==> src/rtl/gpio_irq_agg.sv <==
module gpio_irq_agg #(
  parameter int LINES = 32,
  parameter int GROUP = 8,
  parameter int AW    = 3
) (
  input  logic                            clk,
  input  logic                            rst_n,
  input  logic [LINES-1:0]                pins_i,
  input  logic [AW-1:0]                   reg_addr_i,
  input  logic                            reg_wr_i,
  input  logic [LINES-1:0]                reg_wdata_i,
  output logic [LINES-1:0]                reg_rdata_o,
  output logic [(LINES+GROUP-1)/GROUP-1:0] grp_irq_o
);
  localparam int GROUPS = (LINES + GROUP - 1) / GROUP;
  localparam int PADDED = GROUPS * GROUP;
  localparam logic [AW-1:0] A_DIN   = AW'(0);
  localparam logic [AW-1:0] A_POL   = AW'(1);
  localparam logic [AW-1:0] A_DIR   = AW'(2);
  localparam logic [AW-1:0] A_LMASK = AW'(3);
  localparam logic [AW-1:0] A_EMASK = AW'(4);
  localparam logic [AW-1:0] A_CAUSE = AW'(5);

  logic [LINES-1:0] sync1, sync2, adj_prev;
  logic [LINES-1:0] pol, dir_in, lmask, emask, cause;
  logic [LINES-1:0] din, edge_hit, line_irq;
  logic [PADDED-1:0] line_pad;
  logic [GROUPS-1:0] grp_q;

  assign din      = sync2 ^ pol;
  assign edge_hit = din & ~adj_prev;
  assign line_irq = dir_in & ((din & lmask) | (cause & emask));
  assign line_pad = PADDED'(line_irq);
  assign grp_irq_o = grp_q;

  logic wr_pol, wr_dir, wr_lm, wr_em, wr_cause;
  assign wr_pol   = reg_wr_i && reg_addr_i == A_POL;
  assign wr_dir   = reg_wr_i && reg_addr_i == A_DIR;
  assign wr_lm    = reg_wr_i && reg_addr_i == A_LMASK;
  assign wr_em    = reg_wr_i && reg_addr_i == A_EMASK;
  assign wr_cause = reg_wr_i && reg_addr_i == A_CAUSE;

  always_ff @(posedge clk or negedge rst_n) begin
    if (!rst_n) begin
      sync1    <= '0;
      sync2    <= '0;
      adj_prev <= '0;
    end else begin
      sync1    <= pins_i;
      sync2    <= sync1;
      adj_prev <= din;
    end
  end

  always_ff @(posedge clk or negedge rst_n) begin
    if (!rst_n) begin
      pol    <= '0;
      dir_in <= '0;
      lmask  <= '0;
      emask  <= '0;
    end else begin
      if (wr_pol) pol    <= reg_wdata_i;
      if (wr_dir) dir_in <= reg_wdata_i;
      if (wr_lm)  lmask  <= reg_wdata_i;
      if (wr_em)  emask  <= reg_wdata_i;
    end
  end

  always_ff @(posedge clk or negedge rst_n) begin
    if (!rst_n) cause <= '0;
    else        cause <= (wr_cause ? (cause & reg_wdata_i) : cause) | edge_hit;
  end

  for (genvar g = 0; g < GROUPS; g++) begin : g_grp
    always_ff @(posedge clk or negedge rst_n) begin
      if (!rst_n) grp_q[g] <= 1'b0;
      else        grp_q[g] <= |line_pad[g*GROUP +: GROUP];
    end
  end

  always_comb begin
    case (reg_addr_i)
      A_DIN:   reg_rdata_o = din;
      A_POL:   reg_rdata_o = pol;
      A_DIR:   reg_rdata_o = dir_in;
      A_LMASK: reg_rdata_o = lmask;
      A_EMASK: reg_rdata_o = emask;
      A_CAUSE: reg_rdata_o = cause;
      default: reg_rdata_o = '0;
    endcase
  end

  p_quiet_no_mask_r1: assert property (@(posedge clk) disable iff (!rst_n)
    (lmask == '0 && emask == '0) |=> grp_irq_o == '0);

  p_cause_sticky_r4: assert property (@(posedge clk) disable iff (!rst_n)
    !wr_cause |=> (cause & $past(cause)) == $past(cause));

  p_no_input_quiet_r7: assert property (@(posedge clk) disable iff (!rst_n)
    dir_in == '0 |=> grp_irq_o == '0);

  p_edge_wins_r9: assert property (@(posedge clk) disable iff (!rst_n)
    edge_hit != '0 |=> (cause & $past(edge_hit)) == $past(edge_hit));

  p_grp_follow_r10: assert property (@(posedge clk) disable iff (!rst_n)
    line_irq == '0 |=> grp_irq_o == '0);
endmodule

==> config.mk <==
export PLATFORM = sky130hd
export DESIGN_NAME = gpio_irq_agg
export DESIGN_NICKNAME = d
export VERILOG_FILES = /design/src/rtl/gpio_irq_agg.sv
export SDC_FILE = /design/constraint.sdc
export NUM_CORES = 1
export LEC_CHECK = 0
export ABC_AREA = 1
export BUFFER_PORTS_ARGS = -buffer_cell sky130_fd_sc_hd__buf_2
export CAP_MARGIN = 20
export CORE_UTILIZATION = 25
export CTS_CLUSTER_DIAMETER = 40
export CTS_CLUSTER_SIZE = 25
export DETAILED_ROUTE_END_ITERATION = 6
export SYNTH_ARGS = -nofsm -noshare
export SYNTH_HDL_FRONTEND = slang
export SYNTH_SLANG_ARGS = --single-unit
==> constraint.sdc <==
create_clock -name clk -period 3.7 [get_ports clk]
set_clock_uncertainty 0.05 [all_clocks]
set_input_delay 0.74 -clock clk [delete_from_list [all_inputs] [get_ports clk]]
set_output_delay 0.74 -clock clk [all_outputs]
set_load 0.02 [all_outputs]
==> impl_results.md <==
* CP cell instances: buf_2 -> inv_2 -> nor2_1 -> nand2_1 -> inv_2 -> buf_4 -> nand2_1 -> nand2_1 -> nor2_1 -> nand3_1 -> buf_2
* Routed WL per cell at 15.4 µm
* Hold-fix buffers, CTS at 0
* Min-delay worst type: in2async
* Asr flop ratio synth at 100%
* Delay-heaviest family, CP: buffers and inverters
* Fin nets at 1460
* H-tree levels at 2
* Top_reg_cell synth: dfrtp_1
* Layout fillers at 4474
* Vias in the first global route at 8524
* Worst path max stage delay at 0.40 ns
* Post-CTS sizing at 0
* Largest net degree at the start of global routing at 104
* CTS sink cnt at 260
* Worst-margin pin slew at 0.848 ns
* Grt total ovfl at 0
* Register area share after synthesis at 59.7%
* Mapped Nets at 1329
* Unique masters post-synth at 20
* Die X at 211 µm
* First-pass GRT wire length at 48.7 mm
* RSZ-0062 raised after global routing: no
* Setup crit end kind: output port
* Clk slew on worst S/H paths at 0.06 ns
* Avg Cell Area, Syn at 8.65 µm²
* Global Route Usage Sum at 14.4%
* Status: finished clean
* Skew-Pair Late Insertion Delay at 0.56 ns
* Synthesized area at 10900 µm²
* Total core area at 43000 µm²
* Crit path kind: in2out
* Ports at 106
* Total power at 9.45 mW
* Clock tree buffer depth at 3
* Startpoint Class: primary input
* Peak VDD IR at 0.000418 V
* DR pass1 iterations at 5
* EDFF count, synth at 0
* WL final at 30.9 mm
* DRC viols at 0
* Area leader, netlist: dfrtp_1
* Most instantiated library cell after synthesis: nand2_1
* Root Buffer: clkbuf_16
* Die area at 44400 µm²
* Post-synth top cells: nand2_1 (447), dfrtp_1 (260), inv_1 (131)
* I/O Buffers at 105
* Synth Instances at 1259
* Total number of vias at 8692
* Post-DRT Antenna Nets at 0
* Final Hold Vio Count at 0
* Reg area at 6510 µm²
* Worst-path fanout max at 19
* Multi-input gate area at 3610 µm²
* CTS tree: built
* Worst Path Buf+Inv at 5
* CP max stage cell: inv_2
* Leakage at 6.96 nW
* Slew HR at 43.4%
* Design area at 13900 µm²
* Ant diodes at 0
* F_max at 0.326 GHz
* Most frequent CP cell: nand2_1
* DIE HEIGHT at 211 µm
* Routability Congestion at 0.812
* Period Utilization, post-route at 82.8%
* Starting Density at 25.3%
* Syn. warnings at 0
* #FFs+latches synth at 260
* PwrDens at 682 nW/µm²
* Layout cells sized above 1 at 15.6%
* Top-area cell type share of the netlist area at 59.7%
* Initial antenna violation count at 1
* Post-DP HPWL at 20.1 mm
* Final hold slack at 0.129 ns
* Layout overhead on the synthesized area at 27.3%
* Synth area leaders: dfrtp_1 (60%), nand2_1 (15%), o21ai_1 (5.7%)
* Placement Cell Area at 12100 µm²
* MaxCap Viol Count at 0
* Critical Path RT at 2.91 ns
* TritonCTS Buffers at 47
* Final min period at 3.06 ns
* CP arrival at 2.27 ns
* Setup bufs post-CTS at 0
* Site Rows at 76
* Final setup viols at 0
* Fin. max-slew vios at 0
* Vias per std cell at 4.32
* Initial drt markers at 588
* Setup_tns at 0 ns
## metrics by stage
stage | worst slack (ns) | std cells | util, %
6_report | 0.635 | 2011 | 32.3
5_1_grt | 0.468 | 2011 | 32.3
4_1_cts | 0.630 | 2011 | 32.3
3_5_place_dp | 0.635 | 1926 | 28.2
3_3_place_gp | 0.654 | 1926 | 28.2
2_1_floorplan | 1.30 | 1259 | -
## power by group
group	total (mW)	switching (mW)	internal, mW
Combinational	1.17	0.754	0.416
Clock	4.72	1.51	3.21
Sequential	3.57	0.296	3.27
## kinds of logic (layout without fill, tap and decap cells)
| logic type | count (synthesis) | in the layout | share of synthesized area, % |
|---|---|---|---|
| and+or+nand+nor | 579 | 579 | 21.3 |
| AOI/OAI and AO/OA | 239 | 239 | 11.9 |
| buffers and inverters | 181 | 348 | 7.10 |
| DFF | 260 | 260 | 59.7 |
## registers in the layout (all words and copies together) (netlist names)
name	count
adj_prev	32
cause	32
dir_in	32
emask	32
lmask	32
pol	32
sync1	32
sync2	32
grp_irq_o	4
## cell type report
type | count | area share (%)
Clock buffer | 58 | 9.67
Clock inverter | 27 | 2.98
Inverter | 136 | 3.68
Multi-Input combinational cell | 818 | 26.0
Sequential cell | 260 | 46.9
Tap cell | 585 | 5.28
Timing Repair Buffer | 127 | 5.42
## layout by cell type, fill, tap and decap left out, types with 4 or more instances in the layout
cell type,netlist,routed
o21ai_0,68,68
a21oi_1,8,8
inv_1,131,131
dfrtp_1,260,260
buf_12,0,4
inv_2,5,5
bufinv_16,0,9
clkbuf_16,0,49
nor2_1,60,60
a22oi_1,39,39
inv_6,0,6
nand2_1,447,447
o21ai_1,124,124
nand3b_1,5,5
nand3_1,58,58
clkbuf_8,0,8
buf_4,1,18
clkinvlp_4,0,5
buf_2,30,104
## per-layer routing
metal | track usage (%) | share of wire (%) | vias to the layer above
li1 | - | - | 4272
met1 | 19.6 | 46 | 4116
met3 | 3.35 | 6.0 | 57
met2 | 22.6 | 46 | 245
met4 | 4.12 | 2.1 | 2
met5 | 0 | 0.055 | -
## worst paths after layout
path | start | end | slack, ns | depth (start not counted)
hold / removal | rst_n | pol[27]$_DFFE_PN0P_ | 0.13 | 1
min in group clk | pins_i[27] | sync1[27]$_DFF_PN0_ | 0.23 | 1
hold reg to reg | sync1[5]$_DFF_PN0_ | sync2[5]$_DFF_PN0_ | 0.29 | 0
setup / recovery | reg_addr_i[0] | reg_rdata_o[19] | 0.64 | 11
setup reg to reg | pol[21]$_DFFE_PN0P_ | grp_irq_o[2]$_DFF_PN0_ | 2.28 | 8
max in group asynchronous | rst_n | sync2[19]$_DFF_PN0_ | 2.57 | 2
No activity file was read; power rests on OpenSTA's default activity.
